## config.mk

```make
export PLATFORM = sky130hd
export DESIGN_NAME = cmatch_timer
export DESIGN_NICKNAME = d
export VERILOG_FILES = /design/src/rtl/cmatch_pkg.sv /design/src/rtl/cmatch_tick.sv /design/src/rtl/cmatch_chan.sv /design/src/rtl/cmatch_timer.sv
export SDC_FILE = /design/constraint.sdc
export NUM_CORES = 1
export LEC_CHECK = 0
export CAP_MARGIN = 30
export CORE_ASPECT_RATIO = 1.4
export CORE_MARGIN = 2
export CORE_UTILIZATION = 41
export DETAILED_ROUTE_END_ITERATION = 8
export PLACE_DENSITY = 0.67
export SLEW_MARGIN = 20
export SYNTH_ARGS = -nofsm -noshare
export SYNTH_HDL_FRONTEND = slang
export SYNTH_HIERARCHICAL = 1
export SYNTH_SLANG_ARGS = --single-unit
```

## constraint.sdc

```tcl
create_clock -name clk -period 2.3 [get_ports clk]
set_clock_uncertainty 0.05 [all_clocks]
set_input_delay 0.46 -clock clk [delete_from_list [all_inputs] [get_ports clk]]
set_output_delay 0.46 -clock clk [all_outputs]
set_load 0.02 [all_outputs]
```

## src/rtl/cmatch_pkg.sv

```systemverilog
package cmatch_pkg;

  typedef enum logic [1:0] {
    OFS_CTRL  = 2'd0,
    OFS_COUNT = 2'd1,
    OFS_CMP   = 2'd2,
    OFS_NONE  = 2'd3
  } ofs_e;

  localparam int IE_BIT   = 6;
  localparam int MISS_BIT = 14;

  function automatic int flag_bit(bit wide);
    return wide ? 15 : 7;
  endfunction

endpackage

```

## src/rtl/cmatch_tick.sv

```systemverilog
module cmatch_tick #(
  parameter int DIV = 512
) (
  input  logic clk,
  input  logic rst,
  output logic tick
);
  localparam int PW = (DIV > 1) ? $clog2(DIV) : 1;
  localparam logic [PW-1:0] LAST = PW'(DIV - 1);

  logic [PW-1:0] pcnt_q;
  logic          tick_q;

  always_ff @(posedge clk) begin
    if (rst) begin
      pcnt_q <= '0;
      tick_q <= 1'b0;
    end else begin
      pcnt_q <= (pcnt_q == LAST) ? '0 : pcnt_q + 1'b1;
      tick_q <= (pcnt_q == LAST);
    end
  end

  assign tick = tick_q;

  AST_TICK_GAP: assert property (@(posedge clk) disable iff (rst)
    tick_q |=> !tick_q);

endmodule

```

## src/rtl/cmatch_chan.sv

```systemverilog
module cmatch_chan
  import cmatch_pkg::*;
#(
  parameter bit WIDE = 1'b0,
  parameter int CW   = 16
) (
  input  logic          clk,
  input  logic          rst,
  input  logic          tick,
  input  logic          run,
  input  logic          we_ctrl,
  input  logic          we_cnt,
  input  logic          we_cmp,
  input  logic [CW-1:0] wdata,
  output logic [CW-1:0] ctrl_o,
  output logic [CW-1:0] cnt_o,
  output logic [CW-1:0] cmp_o,
  output logic          irq_o
);
  localparam int FB = flag_bit(WIDE);

  logic [CW-1:0] cnt_q, cmp_q, pval_q;
  logic [1:0]    pend_q;
  logic          ie_q, flag_q, miss_q, irq_q;
  logic          load_now, hit;

  always_comb begin
    load_now = tick && (pend_q == 2'd1);
    hit      = tick && run && !load_now && (cnt_q == cmp_q);
  end

  always_ff @(posedge clk) begin
    if (rst) begin
      cnt_q  <= '0;
      cmp_q  <= '1;
      pval_q <= '0;
      pend_q <= 2'd0;
      ie_q   <= 1'b0;
      flag_q <= 1'b0;
      irq_q  <= 1'b0;
    end else begin
      if (we_cnt) begin
        pval_q <= wdata;
        pend_q <= 2'd2;
      end else if (tick && pend_q != 2'd0) begin
        pend_q <= pend_q - 2'd1;
      end
      if (load_now)         cnt_q <= pval_q;
      else if (tick && run) cnt_q <= hit ? '0 : cnt_q + 1'b1;
      if (we_cmp)  cmp_q <= wdata;
      if (we_ctrl) ie_q  <= wdata[IE_BIT];
      flag_q <= (we_ctrl ? (flag_q & wdata[FB]) : flag_q) | hit;
      irq_q  <= flag_q & ie_q;
    end
  end

  generate
    if (WIDE) begin : g_miss
      always_ff @(posedge clk) begin
        if (rst) miss_q <= 1'b0;
        else     miss_q <= (we_ctrl ? (miss_q & wdata[MISS_BIT]) : miss_q) | (hit & flag_q);
      end
    end else begin : g_nomiss
      assign miss_q = 1'b0;
    end
  endgenerate

  always_comb begin
    ctrl_o           = '0;
    ctrl_o[MISS_BIT] = miss_q;
    ctrl_o[FB]       = flag_q;
    ctrl_o[IE_BIT]   = ie_q;
  end

  assign cnt_o = cnt_q;
  assign cmp_o = cmp_q;
  assign irq_o = irq_q;

  AST_HOLD_STOPPED: assert property (@(posedge clk) disable iff (rst)
    (!run && !load_now) |=> cnt_q == $past(cnt_q));
  AST_WRAP_TO_ZERO: assert property (@(posedge clk) disable iff (rst)
    (tick && run && !load_now && cnt_q == cmp_q) |=> cnt_q == '0);
  AST_FLAG_STICKY: assert property (@(posedge clk) disable iff (rst)
    (flag_q && !we_ctrl) |=> flag_q);
  AST_IRQ_NEEDS_FLAG: assert property (@(posedge clk) disable iff (rst)
    !flag_q |=> !irq_o);
  AST_WRITE_HIDDEN: assert property (@(posedge clk) disable iff (rst)
    we_cnt |=> (cnt_q == $past(cnt_q)) || $past(tick));
  AST_LOAD_WINS: assert property (@(posedge clk) disable iff (rst)
    load_now |=> (cnt_q == $past(pval_q)) && (!flag_q || $past(flag_q)));

endmodule

```

## src/rtl/cmatch_timer.sv

```systemverilog
module cmatch_timer
  import cmatch_pkg::*;
#(
  parameter int NCH        = 3,
  parameter bit WIDE       = 1'b0,
  parameter int DIV_NARROW = 512,
  parameter int DIV_WIDE   = 8,
  localparam int DW        = WIDE ? 32 : 16,
  localparam int SW        = $clog2(NCH + 1),
  localparam int AW        = SW + 2
) (
  input  logic          clk,
  input  logic          rst,
  input  logic          bus_we,
  input  logic [AW-1:0] bus_addr,
  input  logic [DW-1:0] bus_wdata,
  output logic [DW-1:0] bus_rdata,
  output logic [NCH-1:0] irq
);
  localparam int DIV = WIDE ? DIV_WIDE : DIV_NARROW;
  localparam logic [AW-1:0] RUN_ADDR = AW'(NCH * 4);

  logic           tick;
  logic [NCH-1:0] start_q;
  logic [DW-1:0]  rdata_q;
  logic [SW-1:0]  slot;
  logic [1:0]     off;
  logic [DW-1:0]  ch_ctrl [NCH];
  logic [DW-1:0]  ch_cnt  [NCH];
  logic [DW-1:0]  ch_cmp  [NCH];

  assign slot = bus_addr[AW-1:2];
  assign off  = bus_addr[1:0];

  cmatch_tick #(.DIV(DIV)) u_tick (
    .clk  (clk),
    .rst  (rst),
    .tick (tick)
  );

  generate
    for (genvar i = 0; i < NCH; i++) begin : g_ch
      logic sel;
      assign sel = bus_we && (slot == SW'(i));
      cmatch_chan #(.WIDE(WIDE), .CW(DW)) u_ch (
        .clk     (clk),
        .rst     (rst),
        .tick    (tick),
        .run     (start_q[i]),
        .we_ctrl (sel && off == OFS_CTRL),
        .we_cnt  (sel && off == OFS_COUNT),
        .we_cmp  (sel && off == OFS_CMP),
        .wdata   (bus_wdata),
        .ctrl_o  (ch_ctrl[i]),
        .cnt_o   (ch_cnt[i]),
        .cmp_o   (ch_cmp[i]),
        .irq_o   (irq[i])
      );
    end
  endgenerate

  always_ff @(posedge clk) begin
    if (rst) begin
      start_q <= '0;
      rdata_q <= '0;
    end else begin
      if (bus_we && bus_addr == RUN_ADDR) start_q <= bus_wdata[NCH-1:0];
      rdata_q <= '0;
      if (bus_addr == RUN_ADDR) rdata_q <= DW'(start_q);
      for (int i = 0; i < NCH; i++) begin
        if (slot == SW'(i)) begin
          case (off)
            OFS_CTRL:  rdata_q <= ch_ctrl[i];
            OFS_COUNT: rdata_q <= ch_cnt[i];
            OFS_CMP:   rdata_q <= ch_cmp[i];
            default:   rdata_q <= '0;
          endcase
        end
      end
    end
  end

  assign bus_rdata = rdata_q;

  AST_RUN_WRITE: assert property (@(posedge clk) disable iff (rst)
    (bus_we && bus_addr == RUN_ADDR) |=> start_q == $past(bus_wdata[NCH-1:0]));

endmodule

```

==> results of run 1 <==
## routing by layer
metal  part of all wire  routed length (um)  GRT usage
met4              0.051                1430      0.118
met1               0.40               11400      0.264
met2               0.50               14100      0.387
met3              0.044                1250     0.0331
met5                  0                   0          0
## state kept, by name, indices dropped and copies added (netlist names), 6 cells and up
| signal | flops |
|---|---|
| g_ch.u_ch/cmp_o | 48 |
| g_ch.u_ch/cnt_o | 48 |
| g_ch.u_ch/pval_q | 48 |
| bus_rdata | 16 |
| u_tick/pcnt_q | 9 |
| g_ch.u_ch/pend_q | 6 |
## layout make-up
class | count | area share
multi-input cells | 796 | 0.480
flip-flops and latches | 188 | 0.332
repair buffers | 109 | 0.0936
clock buffers | 17 | 0.0375
well taps | 310 | 0.0342
clock inverters | 15 | 0.0174
inverters | 18 | 0.00595
## cell usage after synthesis (all sizes together)
library cell	instances	area [um2]
dfxtp	188	3760
mux2i	93	931
nor2	90	338
buf	89	666
xor2	65	569
nor2b	51	322
nand2	50	188
a211o	48	420
a22oi	48	360
clkbuf	48	184
o22ai	48	300
o21ai	41	239
xnor2	31	272
nand3	30	155
a21oi	22	110
nand4	19	125
inv	18	67.6
nor4	18	113
nor3	14	70.1
a32o	13	130
nand2b	13	81.3
o211ai	13	97.6
ha	11	138
mux2	8	93.8
and2	5	31.3
nand3b	4	30.0
a211oi	3	22.5
a2bb2oi	3	26.3
a31oi	3	18.8
conb	3	11.3
or3	3	18.8
o311a	2	20.0
a21o	1	7.51
a221oi	1	15.0
nor4bb	1	10.0
o2111ai	1	8.76
or2	1	6.26
## worst max-delay path, cell delays in order (launching register included)
cell      delay [ns]
dfxtp_1         0.53
buf_4           0.23
nand3b_1        0.16
nor4_1          0.42
nand3_1         0.23
o21ai_4         0.21
buf_12          0.17
o22ai_1         0.08
## power breakdown
group	total (mW)	leakage (nW)	internal, mW	switching, mW
clock	3.13	0.303	1.67	1.45
combinational	0.579	1.95	0.231	0.349
sequential	3.34	1.52	3.31	0.0372
## through the flow
stage | std cells | area [um2] | total power, mW | utilization
floorplan | 1139 | 10100 | 3.79 | -
global placement | 1420 | 10700 | 3.99 | 0.448
detailed placement | 1420 | 10700 | 3.99 | 0.449
CTS | 1452 | 11300 | 7.09 | 0.475
global route | 1453 | 11400 | 7.26 | 0.475
finish | 1453 | 11400 | 7.05 | 0.475
## cell usage in the layout, fill, tap and decap left out, drive strengths merged, types with 19 or more instances in the layout
cell | synthesis | layout
nand2 | 50 | 50
xnor2 | 31 | 31
inv | 18 | 28
o21ai | 41 | 41
nand3 | 30 | 30
nor2b | 51 | 51
a22oi | 48 | 48
dfxtp | 188 | 188
xor2 | 65 | 65
clkdlybuf4s50 | 0 | 38
mux2i | 93 | 93
a21oi | 22 | 22
buf | 89 | 71
o22ai | 48 | 48
a211o | 48 | 48
conb | 3 | 42
nand4 | 19 | 19
nor2 | 90 | 90
## cell families after synthesis
kind of cell | after synthesis
and+or+nand+nor | 299
adders and majority gates | 11
buffers and inverters | 155
AOI/OAI and AO/OA | 247
muxes | 101
other | 3
DFF | 188
xor gates and xnor gates | 96
## final timing paths
check | start | endpoint | slack (ns) | cells past startpoint
max reg2reg | u_tick/tick$_SDFF_PP0_ | g_ch[0].u_ch/cnt_o[1]$_SDFFE_PP0P_ | 0.06 | 7
min reg2reg | u_tick/pcnt_q[0]$_SDFF_PP0_ | u_tick/pcnt_q[0]$_SDFF_PP0_ | 0.42 | 1
max | u_tick/tick$_SDFF_PP0_ | g_ch[0].u_ch/cnt_o[1]$_SDFFE_PP0P_ | 0.06 | 7
min | rst | g_ch[1].u_ch/pval_q[12]$_SDFFE_PP0P_ | 0.29 | 2
==> results.md, run 1 <==
- Status: completed
- Setup TNS: 0 ns
- RePlAce Congestion: a little under 0.9
- CTS tree: built
- Reg clk slew, reported paths: ~0.080 ns
- Leak: roughly 3.8 nW
- Gr usage total: 0.223
- Setup bufs post-CTS: 0
- I/O Buffers: 41
- Post-synthesis xor/xnor area fraction: 0.0844
- Worst setup SP type: flip-flop
- Synth Area in Compound Gates: 0.178
- Drt pass-1 iters: 5
- Hold slack: 0.287 ns
- Clock Latency Late Sink: 0.45 ns
- PnR worst setup slack: approximately 0.06 ns
- Largest family of logic cells by synthesized area: compound AO/OA/AOI/OAI gates
- TritonCTS Buffers: 17
- Max cap viols: 0
- CTS root buf: clkbuf_16
- Sequential standard cell area: ~3800 um2
- Initial antenna violation count: 0
- WS Path Type: flip-flop to flip-flop
- PwrDens: 621 nW/um2
- Final-report max-slew violation count: 0
- Die Width: 136 um
- Antenna diodes: 0
- Crit end category: flip-flop
- Final hold violations: 0
- Hold Buf Count CTS: 0
- RSZ-0062 raised after global routing: no
- Worst rel slew slack: 0.400
- Tightest Pin Transition: about 0.90 ns
- Crit share post-route: 0.974
- Residual DRC: 0
- Multi-input logic area: 5450 um2
- #FFs+latches synth: 188
- Req. time, crit path: 2.55 ns
- Boundary pin count: 42
- Hold Path Class: primary input to flip-flop
- Clk buf depth: 2
- CP Data Arrival Time: 2.49 ns
- Post-layout min period: 2.24 ns
- Routed via count: a little over 8,000
- Core area: 23,900 um2
- Filler cells: 2,297
- Post-placement setup slack: 0.0339 ns
- P&R area growth vs syn: 14.0%
- Max Freq: 446 MHz
- Vias in the first global route: 7,991
- GRT Residual Overflow: 0
- Clock Sinks: 188
- Post-Synthesis Cells: 1,100
- Avg Cell Area, Syn: approximately 9.1 um2
- Synth Area in Simple Gates: 0.149
- Starting DRT DRC Count: 415
- Resized Gates After CTS: 0
- Core Rows: 67
- DIE AREA: between 20,000 and 30,000 um2
- Max VDD drop: 0.531 mV
- Vias/cell: 5.64
- Final ANT Viol Nets: 0
- Seq/Total Area, Yosys: 0.378
- First-pass GRT wire length: approximately 44,000 um
- Unique masters post-synth: 48
- Placed wire-length estimate: between 20,000 and 25,000 um
- CP max FO: 16
- Adder-Cell Fraction of Synth Area: 0.0138
- Syn. warnings: 6
- Fin nets: 1,164
- Starting Density: 0.417
- Routed len/inst: 19.4 um
- Multiplexer share of the synthesized area: 0.103
- Layout cells sized above 1: 0.111
- CTS H-tree lvls: 4
- Die Y: approximately 190 um
- Largest net degree at the start of global routing: 41
- Final Setup Violations: 0
- Synth Cell Area: 9960 um2
- DRT Wirelength: 28,200 um
Note: power is estimated with default switching activity, not from simulation.
==> run 2: changes to the inputs <==
--- a/config.mk
+++ b/config.mk
@@ -13,2 +13,3 @@
 export PLACE_DENSITY = 0.67
+export REMOVE_ABC_BUFFERS = 1
 export SLEW_MARGIN = 20
==> constraint.sdc (replaced) <==
create_clock -name clk -period 2.3 [get_ports clk]
set_clock_uncertainty 0.05 [all_clocks]
set_input_delay 0.23 -clock clk [delete_from_list [all_inputs] [get_ports clk]]
set_output_delay 0.23 -clock clk [all_outputs]
set_load 0.02 [all_outputs]
==> results.md, run 2 (same netlist as run 1, synthesis figures left out) <==
- Status: completed
- Final-report max-slew violation count: 0 (unchanged)
- Antenna diodes: 0 (unchanged)
- Power Total: 6.93 mW (-1.7%)
- Crit end category: flip-flop
- Starting Density: 0.417 (unchanged)
- Worst setup SP type: flip-flop
- Fin nets: 1,159 (-0.43%)
- RePlAce Congestion: 0.913 (+5.4%)
- Final Setup Violations: 0 (unchanged)
- PnR worst setup slack: 0.0395 ns (-0.0207 ns)
- TritonCTS Buffers: 17 (unchanged)
- Max cap viols: 0 (unchanged)
- Residual DRC: 0 (unchanged)
- Max Freq: 442 MHz (-0.91%)
- CTS tree: built
- DRT Wirelength: 27,000 um (-4.4%)
- Most common cell after layout, fill and taps aside: dfxtp_1
- Die Width: 136 um (unchanged)
- Fin util: 0.470 (-0.00482)
- Leak: 3.73 nW (-1.3%)
- Hold Path Depth: 2 (unchanged)
- PwrDens: 616 nW/um2 (-0.73%)
- Clock Latency Late Sink: 0.45 ns (about the same)
- Hold EP: g_ch[0].u_ch/flag_q$_SDFF_PP0_
- P&R area growth vs syn: 12.8%
- Req. time, crit path: 2.56 ns (about the same)
- Worst rel slew slack: 0.357 (-0.0434)
- Clock Sinks: 188 (unchanged)
- Drt pass-1 iters: 5 (unchanged)
- WS Path Type: flip-flop to flip-flop
- Reg2reg setup slack: 0.04 ns (-0.02 ns)
- Resized Gates After CTS: 0 (unchanged)
- Largest net degree at the start of global routing: 52 (+27%)
- Reg clk slew, reported paths: 0.08 ns (about the same)
- Initial antenna violation count: 0 (unchanged)
- Crit share post-route: 0.983 (+0.00898)
- Placed Cells: 1,413 (-0.49%)
- CTS H-tree lvls: 4 (unchanged)
- CP max FO: 9 (-7)
- Die Y: 188 um (unchanged)
- RSZ-0062 raised after global routing: no
- Routed len/inst: 18.6 um (-4.1%)
- Hold_sp: rst
- Routed via count: 8,011 (-2.2%)
- Gr usage total: 0.213 (-0.0104)
- Post-layout min period: 2.26 ns (+0.0207 ns)
- GRT Residual Overflow: 0 (unchanged)
- Hold Path Class: primary input to flip-flop
- DIE AREA: 25,600 um2 (unchanged)
- I/O Buffers: 41 (unchanged)
- CTS root buf: clkbuf_16
- Core area: 23,900 um2 (unchanged)
- Final ANT Viol Nets: 0 (unchanged)
- Hold Buf Count CTS: 0 (unchanged)
- Post-placement setup slack: -0.00574 ns (-0.0396 ns)
- Max VDD drop: 0.558 mV (+5.0%)
- Reg2reg start: u_tick/tick$_SDFF_PP0_
- Core Rows: 67 (unchanged)
- Vias in the first global route: 7,779 (-2.7%)
- Fin cells: 1,448 (-0.34%)
- Reg2reg path depth: 7 (unchanged)
- Layout cells sized above 1: 0.105 (-0.00566)
- Hold slack: 0.0805 ns (-0.206 ns)
- Final hold violations: 0 (unchanged)
- CP Data Arrival Time: 2.52 ns (+0.03 ns)
- Starting DRT DRC Count: 599 (+44%)
- Clk buf depth: 2 (unchanged)
- Placed wire-length estimate: 18,900 um (-6.0%)
- First-pass GRT wire length: 42,400 um (-3.8%)
- Beginning of the critical path: u_tick/tick$_SDFF_PP0_
- Most frequent cells in the layout: 188 x dfxtp_1, 93 x mux2i_1, 84 x nor2_1, 65 x xor2_1, 56 x buf_4
- Boundary pin count: 42 (unchanged)
- Tightest Pin Transition: 0.964 ns (+0.0679 ns)
- FF-to-FF End: g_ch[2].u_ch/cnt_o[1]$_SDFFE_PP0P_
- Vias/cell: 5.53 (-1.8%)
==> run 2: per-layer routing <==
metal  routed length (um)  global-route usage  up-vias
met4                  732              0.0809        0
li1                     -                   -     3883
met2                14200               0.390      182
met5                    0                   0        -
met3                 1080              0.0312       46
met1                10900               0.247     3900
==> run 2: metrics by stage <==
step	instance area [um2]	setup TNS, ns
detailed placement	10600	-0.00574
finish	11200	0
CTS	11200	0
floorplan	9260	0
global route	11200	0
global placement	10600	-0.00336
==> run 2: worst max-delay path by stage <==
stage          slack (ns)  cells after the start                                   to
3_3_place_gp       -0.003                      6   g_ch[2].u_ch/cnt_o[1]$_SDFFE_PP0P_
2_1_floorplan        0.21                      5  g_ch[1].u_ch/pval_q[0]$_SDFFE_PP0P_
3_5_place_dp       -0.006                      6   g_ch[2].u_ch/cnt_o[1]$_SDFFE_PP0P_
5_1_grt              0.03                      7   g_ch[2].u_ch/cnt_o[1]$_SDFFE_PP0P_
4_1_cts              0.10                      7   g_ch[2].u_ch/cnt_o[1]$_SDFFE_PP0P_
6_report             0.04                      7   g_ch[2].u_ch/cnt_o[1]$_SDFFE_PP0P_
==> run 2: timing repair <==
item,in CTS,in global routing
endpoints found under the setup margin,7,6
endpoints found under the hold margin,0,0
buffers inserted,2,1
pin swaps,1,1
==> run 2: critical path, stage by stage (launching register included) <==
cell and delay (ns):
dfxtp_1 0.51, buf_4 0.21, nand3b_1 0.15, nor4_1 0.44, nand3_1 0.25, o21ai_4 0.21, buf_4 0.19, o22ai_1 0.10
==> run 2: final cells by class <==
class | count | area (um2)
Clock buffer | 17 | 425
Timing Repair Buffer | 104 | 977
Multi-Input combinational cell | 796 | 5440
Inverter | 18 | 67.6
Sequential cell | 188 | 3760
Fill cell | 2261 | 12700
Clock inverter | 15 | 175
Tap cell | 310 | 388
==> run 2: power breakdown <==
part	total [mW]	switching (mW)	internal, mW
Sequential	3.34	0.0365	3.31
Clock	3.04	1.48	1.56
Combinational	0.545	0.328	0.217
==> run 3: changes to the inputs <==
Settings changed: GPL_ROUTABILITY_DRIVEN set to 0, HOLD_SLACK_MARGIN set to 0.05, MAX_ROUTING_LAYER set to met4.
==> results.md, run 3 (same netlist as run 1, synthesis figures left out) <==
- Status: completed
- Critical Path, Cell by Cell: buf_4 -> nand3b_1 -> nor4_1 -> nand3_1 -> o21ai_4 -> buf_4 -> o22ai_1
- TritonCTS Buffers: 17 (unchanged)
- Routed len/inst: 18.6 um (-0.13%)
- Starting DRT DRC Count: 570 (-4.8%)
- Starting Density: 0.417 (unchanged)
- Crit end category: flip-flop
- I/O Buffers: 41 (unchanged)
- Hold Path Class: primary input to flip-flop
- Clock Latency Late Sink: 0.44 ns (about the same)
- Clock Sinks: 188 (unchanged)
- Core area: 23,900 um2 (unchanged)
- First-pass GRT wire length: 42,400 um (about the same)
- Reg2reg setup slack: 0.03 ns (about the same)
- Final hold violations: 0 (unchanged)
- PwrDens: 616 nW/um2 (about the same)
- CTS H-tree lvls: 4 (unchanged)
- Vias/cell: 5.56 (+0.44%)
- Antenna diodes: 0 (unchanged)
- Residual DRC: 0 (unchanged)
- Crit-path most repeated cell: buf_4
- CP delay by family, top: simple AND/OR/NAND/NOR gates
- Resized Gates After CTS: 0 (unchanged)
- Final-report max-slew violation count: 0 (unchanged)
- GRT Residual Overflow: 0 (unchanged)
- Vias in the first global route: 7,760 (-0.24%)
- Layout cells sized above 1: 0.105 (unchanged)
- CP max-delay cell: dfxtp_1
- Max Freq: 440 MHz (-0.59%)
- CTS tree: built
- Max cap viols: 0 (unchanged)
- Most common cell after layout, fill and taps aside: dfxtp_1
- Placed Cells: 1,413 (unchanged)
- CP max FO: 9 (unchanged)
- Leak: 3.73 nW (unchanged)
- Fin nets: 1,159 (unchanged)
- Critical Path Max Stage Delay: 0.51 ns (about the same)
- Worst path bufs/invs: 2 (unchanged)
- Drt pass-1 iters: 5 (unchanged)
- Worst setup SP type: flip-flop
- Routed via count: 8,046 (+0.44%)
- Die Width: 136 um (unchanged)
- Req. time, crit path: 2.56 ns (about the same)
- Placed wire-length estimate: 18,900 um (unchanged)
- Fin cells: 1,448 (unchanged)
- DRT Wirelength: 26,900 um (-0.13%)
- Initial antenna violation count: 0 (unchanged)
- Post-layout min period: 2.27 ns (+0.0135 ns)
- DIE AREA: 25,600 um2 (unchanged)
- Boundary pin count: 42 (unchanged)
- RSZ-0062 raised after global routing: no
- Post-placement setup slack: -0.00574 ns (unchanged)
- PnR worst setup slack: 0.0260 ns (-0.0135 ns)
- Gr usage total: 0.219 (+0.00631)
- Fin util: 0.470 (unchanged)
- Final Setup Violations: 0 (unchanged)
- Tightest Pin Transition: 0.965 ns (+0.00115 ns)
- Worst rel slew slack: 0.356 (-0.000769)
- CTS root buf: clkbuf_16
- Core Rows: 67 (unchanged)
- CP Data Arrival Time: 2.53 ns (about the same)
- WS Path Type: flip-flop to flip-flop
- Crit share post-route: 0.989 (+0.00586)
- Die Y: 188 um (unchanged)
- Final ANT Viol Nets: 0 (unchanged)
- P&R area growth vs syn: 12.8% (unchanged)
- Largest net degree at the start of global routing: 52 (unchanged)
- Most frequent cells in the layout: 188 x dfxtp_1, 93 x mux2i_1, 84 x nor2_1, 65 x xor2_1, 56 x buf_4
- Clk buf depth: 2 (unchanged)
- Max VDD drop: 0.549 mV (-1.5%)
- Reg clk slew, reported paths: 0.08 ns (about the same)
run 3: cell counts in the layout (fill, tap and decap cells not counted):
Identical to the previous run, type by type.
run 3: worst paths after layout:
check,startpoint,end,cells past startpoint
worst max-delay path,u_tick/tick$_SDFF_PP0_,g_ch[2].u_ch/cnt_o[1]$_SDFFE_PP0P_,7
worst min-delay path,rst,g_ch[0].u_ch/flag_q$_SDFF_PP0_,2
worst max register to register,u_tick/tick$_SDFF_PP0_,g_ch[2].u_ch/cnt_o[1]$_SDFFE_PP0P_,7
worst min register to register,g_ch[2].u_ch/ie_q$_SDFFE_PP0P_,g_ch[2].u_ch/irq_o$_SDFF_PP0_,2
run 3: area by class of cell:
cell class                 count  area [um2]
timing repair buffer         104         977
inverter                      18        67.6
tap                          310         388
fill                        2261       12700
sequential                   188        3760
clock inverter                15         175
clock buffer                  17         425
multi-input combinational    796        5440
run 3: power breakdown:
group / total (mW) / leakage (nW) / internal [mW] / switching (mW)
sequential: 3.34 / 1.52 / 3.31 / 0.0361
combinational: 0.545 / 1.91 / 0.217 / 0.328
clock: 3.03 / 0.295 / 1.56 / 1.47
run 3: metal layers:
layer	up-vias	track usage	routed length [um]
li1	3883	-	-
met4	0	0.0797	756
met1	3931	0.248	11100
met2	187	0.391	14200
met5	-	-	0
met3	45	0.0299	928
run 3: repair_timing:
action | in CTS | in global routing
endpoints found under the setup margin | 7 | 6
hold endpoints to repair | 0 | 0
hold buffers | 0 | 0
buffers inserted | 2 | 1
pin swaps | 1 | 1
gates cloned | 0 | 0
run 3: per-stage QoR:
stage	power (mW)	cell area [um2]	TNS (ns)	hold WS (ns)
6_report	6.92	11200	0	0.0864
3_3_place_gp	3.95	10600	-0.00336	0.392
2_1_floorplan	3.64	9260	0	0.249
5_1_grt	7.14	11200	0	0.0891
3_5_place_dp	3.95	10600	-0.00574	0.392
4_1_cts	6.95	11200	0	0.0728
